===== src/rtl/aer_verifier_pkg.sv =====
package aer_verifier_pkg;

  typedef enum logic [0:0] {
    ST_IDLE = 1'b0,
    ST_SCAN = 1'b1
  } scan_state_e;

endpackage


===== src/rtl/cand_picker.sv =====
module cand_picker #(
  parameter int N  = 16,
  localparam int IW = (N > 1) ? $clog2(N) : 1
) (
  input  logic [N-1:0]  vec,
  output logic          any,
  output logic [IW-1:0] idx
);

  always_comb begin
    any = |vec;
    idx = '0;
    for (int i = N - 1; i >= 0; i--) begin
      if (vec[i]) idx = IW'(i);
    end
  end

endmodule


===== src/rtl/evt_fifo.sv =====
module evt_fifo #(
  parameter int W     = 8,
  parameter int DEPTH = 4,
  localparam int PW   = (DEPTH > 1) ? $clog2(DEPTH) : 1,
  localparam int CNTW = $clog2(DEPTH + 1)
) (
  input  logic            clk,
  input  logic            rst_n,
  input  logic            push,
  input  logic [W-1:0]    din,
  input  logic            pop,
  output logic [W-1:0]    dout,
  output logic            empty,
  output logic            full,
  output logic [CNTW-1:0] count
);

  logic [W-1:0]    mem [DEPTH];
  logic [PW-1:0]   wr_q, wr_d, rd_q, rd_d;
  logic [CNTW-1:0] cnt_q, cnt_d;
  logic            push_ok, pop_ok;

  assign empty   = (cnt_q == '0);
  assign full    = (cnt_q == CNTW'(DEPTH));
  assign count   = cnt_q;
  assign dout    = mem[rd_q];
  assign push_ok = push & ~full;
  assign pop_ok  = pop & ~empty;

  always_comb begin
    wr_d  = wr_q;
    rd_d  = rd_q;
    cnt_d = cnt_q;
    if (push_ok) wr_d = (wr_q == PW'(DEPTH - 1)) ? '0 : wr_q + 1'b1;
    if (pop_ok)  rd_d = (rd_q == PW'(DEPTH - 1)) ? '0 : rd_q + 1'b1;
    case ({push_ok, pop_ok})
      2'b10:   cnt_d = cnt_q + 1'b1;
      2'b01:   cnt_d = cnt_q - 1'b1;
      default: cnt_d = cnt_q;
    endcase
  end

  always_ff @(posedge clk) begin
    if (push_ok) mem[wr_q] <= din;
  end

  always_ff @(posedge clk or negedge rst_n) begin
    if (!rst_n) begin
      wr_q  <= '0;
      rd_q  <= '0;
      cnt_q <= '0;
    end else begin
      wr_q  <= wr_d;
      rd_q  <= rd_d;
      cnt_q <= cnt_d;
    end
  end

endmodule


===== src/rtl/aer_verifier.sv =====
module aer_verifier
  import aer_verifier_pkg::*;
#(
  parameter int ROWS  = 4,
  parameter int COLS  = 4,
  parameter int TS_W  = 8,
  parameter int DEPTH = 4,
  localparam int RW   = $clog2(ROWS),
  localparam int CLW  = $clog2(COLS),
  localparam int AW   = RW + CLW
) (
  input  logic            clk,
  input  logic            rst_n,
  input  logic            mask_valid,
  input  logic [ROWS-1:0] row_mask,
  input  logic [COLS-1:0] col_mask,
  input  logic [TS_W-1:0] ts_count,
  output logic            busy,
  output logic            poll_req,
  output logic [RW-1:0]   poll_row,
  output logic [CLW-1:0]  poll_col,
  input  logic            poll_hit,
  input  logic            addr_pop,
  output logic            addr_empty,
  output logic [AW-1:0]   addr_data,
  input  logic            ts_pop,
  output logic            ts_empty,
  output logic [TS_W-1:0] ts_data
);

  localparam int NCAND = ROWS * COLS;
  localparam int IW    = $clog2(NCAND);
  localparam int CNTW  = $clog2(DEPTH + 1);

  scan_state_e      state_q, state_d;
  logic [NCAND-1:0] rem_q, rem_d;
  logic [NCAND-1:0] cand_w;
  logic [TS_W-1:0]  ts_q;
  logic             single_q;
  logic             pend_q;
  logic [RW-1:0]    pend_row_q;
  logic [CLW-1:0]   pend_col_q;

  logic             pick_any;
  logic [IW-1:0]    pick_idx;
  logic [RW-1:0]    pick_row;
  logic [CLW-1:0]   pick_col;

  logic             capture, issue, done, room, evt_push;
  logic             a_full, t_full;
  logic [CNTW-1:0]  a_cnt, t_cnt;
  logic [CNTW:0]    a_need, t_need;

  // candidate map: one bit per row/column crossing, row-major
  for (genvar r = 0; r < ROWS; r++) begin : g_row
    for (genvar c = 0; c < COLS; c++) begin : g_col
      assign cand_w[r*COLS + c] = row_mask[r] & col_mask[c];
    end
  end

  cand_picker #(.N(NCAND)) u_pick (
    .vec (rem_q),
    .any (pick_any),
    .idx (pick_idx)
  );

  assign pick_row = RW'(pick_idx / IW'(COLS));
  assign pick_col = CLW'(pick_idx % IW'(COLS));

  // room for the answer in flight plus the one about to be asked
  assign a_need = {1'b0, a_cnt} + {{CNTW{1'b0}}, pend_q};
  assign t_need = {1'b0, t_cnt} + {{CNTW{1'b0}}, pend_q};
  assign room   = (a_need < (CNTW+1)'(DEPTH)) && (t_need < (CNTW+1)'(DEPTH));

  assign capture  = (state_q == ST_IDLE) && mask_valid;
  assign issue    = (state_q == ST_SCAN) && pick_any && room;
  assign done     = (state_q == ST_SCAN) && !pick_any && !pend_q;
  assign evt_push = pend_q && (single_q || poll_hit);

  assign busy     = (state_q != ST_IDLE);
  assign poll_req = issue && !single_q;
  assign poll_row = pick_row;
  assign poll_col = pick_col;

  always_comb begin
    state_d = state_q;
    rem_d   = rem_q;
    case (state_q)
      ST_IDLE: if (capture) begin
        state_d = ST_SCAN;
        rem_d   = cand_w;
      end
      ST_SCAN: begin
        if (issue) rem_d = rem_q & ~(NCAND'(1) << pick_idx);
        if (done)  state_d = ST_IDLE;
      end
      default: state_d = ST_IDLE;
    endcase
  end

  always_ff @(posedge clk or negedge rst_n) begin
    if (!rst_n) begin
      state_q    <= ST_IDLE;
      rem_q      <= '0;
      ts_q       <= '0;
      single_q   <= 1'b0;
      pend_q     <= 1'b0;
      pend_row_q <= '0;
      pend_col_q <= '0;
    end else begin
      state_q <= state_d;
      rem_q   <= rem_d;
      pend_q  <= issue;
      if (capture) begin
        ts_q     <= ts_count;
        single_q <= $onehot(row_mask) && $onehot(col_mask);
      end
      if (issue) begin
        pend_row_q <= pick_row;
        pend_col_q <= pick_col;
      end
    end
  end

  evt_fifo #(.W(AW), .DEPTH(DEPTH)) u_addr_q (
    .clk   (clk),
    .rst_n (rst_n),
    .push  (evt_push),
    .din   ({pend_row_q, pend_col_q}),
    .pop   (addr_pop),
    .dout  (addr_data),
    .empty (addr_empty),
    .full  (a_full),
    .count (a_cnt)
  );

  evt_fifo #(.W(TS_W), .DEPTH(DEPTH)) u_ts_q (
    .clk   (clk),
    .rst_n (rst_n),
    .push  (evt_push),
    .din   (ts_q),
    .pop   (ts_pop),
    .dout  (ts_data),
    .empty (ts_empty),
    .full  (t_full),
    .count (t_cnt)
  );

endmodule


===== config.mk =====
export PLATFORM = sky130hd
export DESIGN_NAME = aer_verifier
export DESIGN_NICKNAME = d
export VERILOG_FILES = /design/src/rtl/aer_verifier_pkg.sv /design/src/rtl/cand_picker.sv /design/src/rtl/evt_fifo.sv /design/src/rtl/aer_verifier.sv
export SDC_FILE = /design/constraint.sdc
export NUM_CORES = 1
export LEC_CHECK = 0
export BUFFER_PORTS_ARGS = -buffer_cell sky130_fd_sc_hd__buf_4
export CAP_MARGIN = 20
export CORE_MARGIN = 1
export CORE_UTILIZATION = 52
export CTS_BUF_LIST = sky130_fd_sc_hd__clkbuf_8 sky130_fd_sc_hd__clkbuf_16
export CTS_CLUSTER_SIZE = 8
export DETAILED_ROUTE_END_ITERATION = 7
export PLACE_DENSITY = 0.75
export REMOVE_ABC_BUFFERS = 1
export SKIP_LAST_GASP = 1
export SLEW_MARGIN = 20
export SYNTH_ARGS = -nofsm -noshare
export SYNTH_HDL_FRONTEND = slang
export SYNTH_SLANG_ARGS = --single-unit

===== constraint.sdc =====
create_clock -name clk -period 2.5 [get_ports clk]
set_input_delay 0.125 -clock clk [delete_from_list [all_inputs] [get_ports clk]]
set_output_delay 0.125 -clock clk [all_outputs]
set_load 0.01 [all_outputs]

Yosys cells after proc, flatten, opt, wreduce, memory -nomap -nowiden --
Memories as Yosys holds them, arrays and structs flattened. Cells that the tools add are included.
Cells by class: $add $sub $neg 16, magnitude comparators 2, equality and inequality tests 14, shifts and indexed selects 1, muxes and demuxes 32, bitwise operators 27, reduce and logical (&&, ||, !) cells 19
Operators by type and width (count):
- $mux 4 | 16
- $mux 16 | 2
- $pmux 16 s2 | 1
- $and 1x1->1 | 20
- $and 16x16->16 | 1
- $not 16->16 | 1
- $reduce_or 16->1 | 1
- $shl 1x4->16 const A | 1
- $eq 2x2->1 const B | 6
- $pmux 3 s2 | 2
- $logic_and 1x1->1 | 9
- $add 1x1->2 | 4
- $add 2x1->2 const B | 4
- $add 3x1->4 | 2
- $lt 4x3->1 const B | 2
- $mux 2 | 4
- $add 2x2->3 | 2
- $add 3x1->3 const B | 2
- $eq 3x1->1 const B | 2
- $eq 3x3->1 const B | 2
- $logic_not 3->1 | 2
- $mux 1 | 6
- $sub 3x1->3 const B | 2
- $not 1->1 | 5
- 8 further kinds | 12
Storage, ports and cells: register bits after elaboration 45, bits in writable memories 48, bits of input ports 22, output and inout port bits 20, word-level logic and storage cells 126, memories 2
Memories:
- u_ts_q.mem | words 4, width 8, rd ports 1, clocked after memory_dff 0, write ports 1, line evt_fifo.sv:18 | logic [W-1:0] mem [DEPTH];
- u_addr_q.mem | words 4, width 4, rd ports 1, clocked after memory_dff 0, write ports 1, line evt_fifo.sv:18

Depth between registers and ports, before layout --
depth after elaboration 21, gate-level depth with buffers 9, depth with buffers taken out 9

Modules after synthesis --
Synthesis repeated with hierarchy kept, for this count alone.
Second synthesis, totals: cell total of the unflattened synthesis 312, area total of the unflattened synthesis 4538.1 um^2
By module, submodules not included:
- aer_verifier | times used 1, cells an instance 135, area each 1666.6 um^2, sequential area each 775.7 um^2
- evt_fifo at u_ts_q | times used 1, cells an instance 82, area each 1636.6 um^2, sequential area each 1136.1 um^2
- evt_fifo at u_addr_q | times used 1, cells an instance 61, area each 1058.5 um^2, sequential area each 655.6 um^2
- cand_picker | times used 1, cells an instance 34, area each 176.4 um^2, sequential area each 0.0 um^2

Worst setup path before layout --
Ideal clock, no wire load.
path type reg-to-reg, from register u_addr_q.cnt_q[0], in the netlist u_addr_q.count[0], to register u_addr_q.cnt_q[2], in the netlist u_addr_q.count[2], setup time 0.125 ns, data arrival time 1.769 ns, required time 2.375 ns, slack 0.605 ns, cell stages (with the launch flop) 10, path buffers 0, clock period less this slack 1.895 ns, cell sequence dfrtp_1 nor3_1 nand2b_1 inv_1 ha_1 inv_1 fa_1 xor2_1 nor2_1 xor2_1
Between the ends: longest elaborated chain between the ends 5, elaborated cells between the ends (all ways) 12, those cells by class add/sub (2); eq/ne (3); mux (1); bitwise (4); reduce/logical (2)
Ends and longest elaborated chain:
- from (decl) | line evt_fifo.sv:20 | logic [CNTW-1:0] cnt_q, cnt_d;
- from (signal assigned) | line evt_fifo.sv:55 | cnt_q <= cnt_d;
- $logic_not 3->1 (*) | line evt_fifo.sv:23 | assign empty = (cnt_q == '0);
- net addr_empty | line aer_verifier.sv:24 | output logic addr_empty,
- $not 1->1 (*) | line evt_fifo.sv:28 | assign pop_ok = pop & ~empty;
- $and 1x1->1 (*) | line evt_fifo.sv:28
- net u_addr_q.pop_ok | line evt_fifo.sv:21 | logic push_ok, pop_ok;
- $eq 2x1->1 or $eq 2x2->1 (tied branches) | line evt_fifo.sv:36 | case ({push_ok, pop_ok})
- $pmux 3 s2 or $reduce_bool 2->1 (tied branches)
The timed path passes the listed nets; every way through them passes the cells marked *. A chain may end at the register's enable or synchronous reset.

Final worst setup path --
from register rem_q[14], to output poll_col[0]
Between the ends: longest elaborated chain between the ends 15
Ends and longest elaborated chain:
- from (decl) | line aer_verifier.sv:36 | logic [NCAND-1:0] rem_q, rem_d;
- from (signal assigned) | line aer_verifier.sv:112 | rem_q <= rem_d;
- $mux 4 (15 in series) | line cand_picker.sv:14 | if (vec[i]) idx = IW'(i);
- to (decl) | line aer_verifier.sv:21 | output logic [CLW-1:0] poll_col,
No other way between the ends.

==> metrics.txt <==
setup-violating endpoint count in the final report=0; cell area after layout=0.005171 mm²; Pwr Density=955.8 mW/mm²; min cycle time layout=2.272 ns; synthesized-area fraction occupied by adder cells=0.06285; antenna violations before repair=0; Fin Hold WS=0.02482 ns; initial drt markers=149; Synth top area share=0.3232; CTS Root Cell=clkbuf_8; final worst path period share=0.9087; unrepaired setup endpoints after global routing=false; Starting Density=0.5400; layout cells sized above 1=0.2117; Buffers on Ports=41; clk sinks=93; Post-synth ARST share=0.4839; Worst Setup End Kind=output pin; Vias=2959; CTS HTree Levels=3; area share of xor/xnor cells in the synthesized design=0.01178; Final Hold Vio Count=0; Synth Instances=351; CTS tree=yes; Post-synth EDFFs=48; Max-slew headroom=0.5870; ranking of synthesized cells by area=edfxtp_1 32%, dfrtp_1 25%, mux4_2 6.1%; vias in the first global route=2983; maximum clock path buffer count=2; pin count of the biggest net entering global routing=46; global-route wire length before repair=15.28 mm; Ports=42; grt total ovfl=0; Residual DRC=0; outcome=finished clean; number of fill cells in the layout=666; largest family of logic cells by synthesized area=simple AND/OR/NAND/NOR gates; mapped cell area=0.004459 mm²; Least-Margin Pin Slew=0.6182 ns; Peak VDD IR=0.3291 mV; Clock Skew=0.01549 ns; Post-Synth Simple-Gate Area=0.1279; die area=0.008950 mm²; final net count=448; routed length per instance=18.05 µm; Crit path arrival time=2.15 ns; Compound-Gate Fraction of Synth Area=0.1072; worst hold-check path type=input pin to register; crit-path max FO=8; Crit path largest cell delay=0.43 ns; Synth Flop Type=edfxtp_1; Num CTS Buffers=9; chip width=94.61 µm; commonest non-fill, non-tap cells in the layout=58 x nand2_1, 48 x edfxtp_1, 46 x buf_4; row count=33; CP Data Required Time=2.38 ns; post-synth cell types=65; Worst Setup Start Kind=register; Max-Cap Viols=0; placed inst area=0.004865 mm²; sequential area share after synthesis=0.5758; Core ar.=0.008258 mm²; Synth area leader=edfxtp_1; detailed-router iteration count before antenna repair=5; flops & latches, synth=93; GR Util All Layers=0.2328; die height=94.61 µm; static leakage=2.160 nW; Antenna diodes=0; total routed wirelength=9.313 mm; GPL Wtd Cong=0.9619; Synth-to-Final Area Change=15.97%; Avg Inst Size Synth=12.70 µm²; Critical-path top delay cell=dfrtp_1; CP Cell Sequence=nand2b_1 > a221o_1 > a211o_1 > a21oi_4 > buf_4; mux cell area share after synthesis=0.07267; commonest non-fill, non-tap cell in the layout=nand2_1; Vias/cell=5.734; post-cts repair resize count=0; Worst-Skew Late Latency=0.37 ns; Ys Warns=0; Clk pin slew, worst setup/hold paths=0.09 ns; Crit Path Class=register to output pin; DP HPWL=6.584 mm; ANT nets after route=0; Final Slew Violations=0; Fmax achieved=0.4402 GHz; setup_tns=0 ns
[cells in the mapped netlist, types with 5 or more instances]
library cell  number
a21oi_1            7
edfxtp_1          48
a32oi_1            7
mux4_2            12
dfrtp_1           45
inv_1             27
o21ai_0            7
and2_1             9
nand2b_1           5
nor2_1            15
ha_1              16
nor3_1             6
nand2_1           58
[layer usage]
layer  track usage  routed length, µm  part of all wire
met4       0.07702                131             0.014
met2        0.3711               4514              0.48
met5             0                  0                 0
met3       0.04750                594             0.064
met1        0.3207               4073              0.44
[cell families (layout without fill, tap and decap cells)]
group,after synthesis,count (layout)
xor gates and xnor gates,6,6
DFF,93,93
adders and majority gates,20,20
and+or+nand+nor,113,113
AOI/OAI and AO/OA,61,61
muxes,17,17
buffers and inverters,41,101
[per-stage QoR]
stage	total power [mW]	instances	worst slack (ns)	utilization
floorplan	3.266	340	0.3481	-
global placement	3.813	491	0.4154	0.5891
detailed placement	3.877	491	0.3599	0.5891
CTS	4.984	516	0.2419	0.6262
global route	5.262	516	0.07880	0.6262
finish	4.943	516	0.2281	0.6262
[what timing repair did]
action / CTS / global route
endpoints found under the hold margin: 53 / 0
hold buffers: 9 / 0
setup buffers: 0 / 0
[sequential cells by signal (all words and copies together) (netlist names)]
| signal | flops |
|---|---|
| u_ts_q.mem | 32 |
| rem_q | 16 |
| u_addr_q.mem | 16 |
| ts_q | 8 |
| u_addr_q.count | 3 |
| u_ts_q.count | 3 |
| pend_col_q | 2 |
| pend_row_q | 2 |
| u_addr_q.rd_q | 2 |
| u_addr_q.wr_q | 2 |
| u_ts_q.rd_q | 2 |
| u_ts_q.wr_q | 2 |
| busy | 1 |
| pend_q | 1 |
| single_q | 1 |
[layout make-up]
cell class | instances | area [µm²] | share of cell area
timing repair buffer | 55 | 435.4 | 0.08420
clock inverter | 7 | 92.59 | 0.01790
multi-input combinational | 217 | 1705 | 0.3298
tap | 105 | 131.4 | 0.02541
clock buffer | 9 | 123.9 | 0.02395
sequential | 93 | 2567 | 0.4965
inverter | 30 | 115.1 | 0.02226
[worst max-delay path: cells and delay by family, from the launching register on]
kind | cells | cell delay, ns
buffers and inverters | 1 | 0.18
flip-flops | 1 | 0.43
AO/OA/AOI/OAI | 3 | 1.01
AND/OR/NAND/NOR | 1 | 0.17
[where the power goes]
group | internal (mW) | total (mW) | switching, mW
Clock | 0.560 | 1.10 | 0.541
Sequential | 1.88 | 2.20 | 0.314
Combinational | 0.824 | 1.65 | 0.822
[path summary, 6_finish.rpt]
path	startpoint	end	slack, ns	cells past startpoint
worst max-delay path	rem_q[14]	poll_col[0]	0.23	5
worst min-delay path	col_mask[0]	rem_q[12]	0.02	3
worst max register to register	rem_q[3]	rem_q[10]	0.29	7
min in group asynchronous	rst_n	rem_q[3]	0.29	2
max in group asynchronous	rst_n	u_addr_q.rd_q[0]	1.79	2
worst min register to register	ts_q[5]	u_ts_q.mem[0][5]	0.52	0
(Power assumes the default switching activity.)
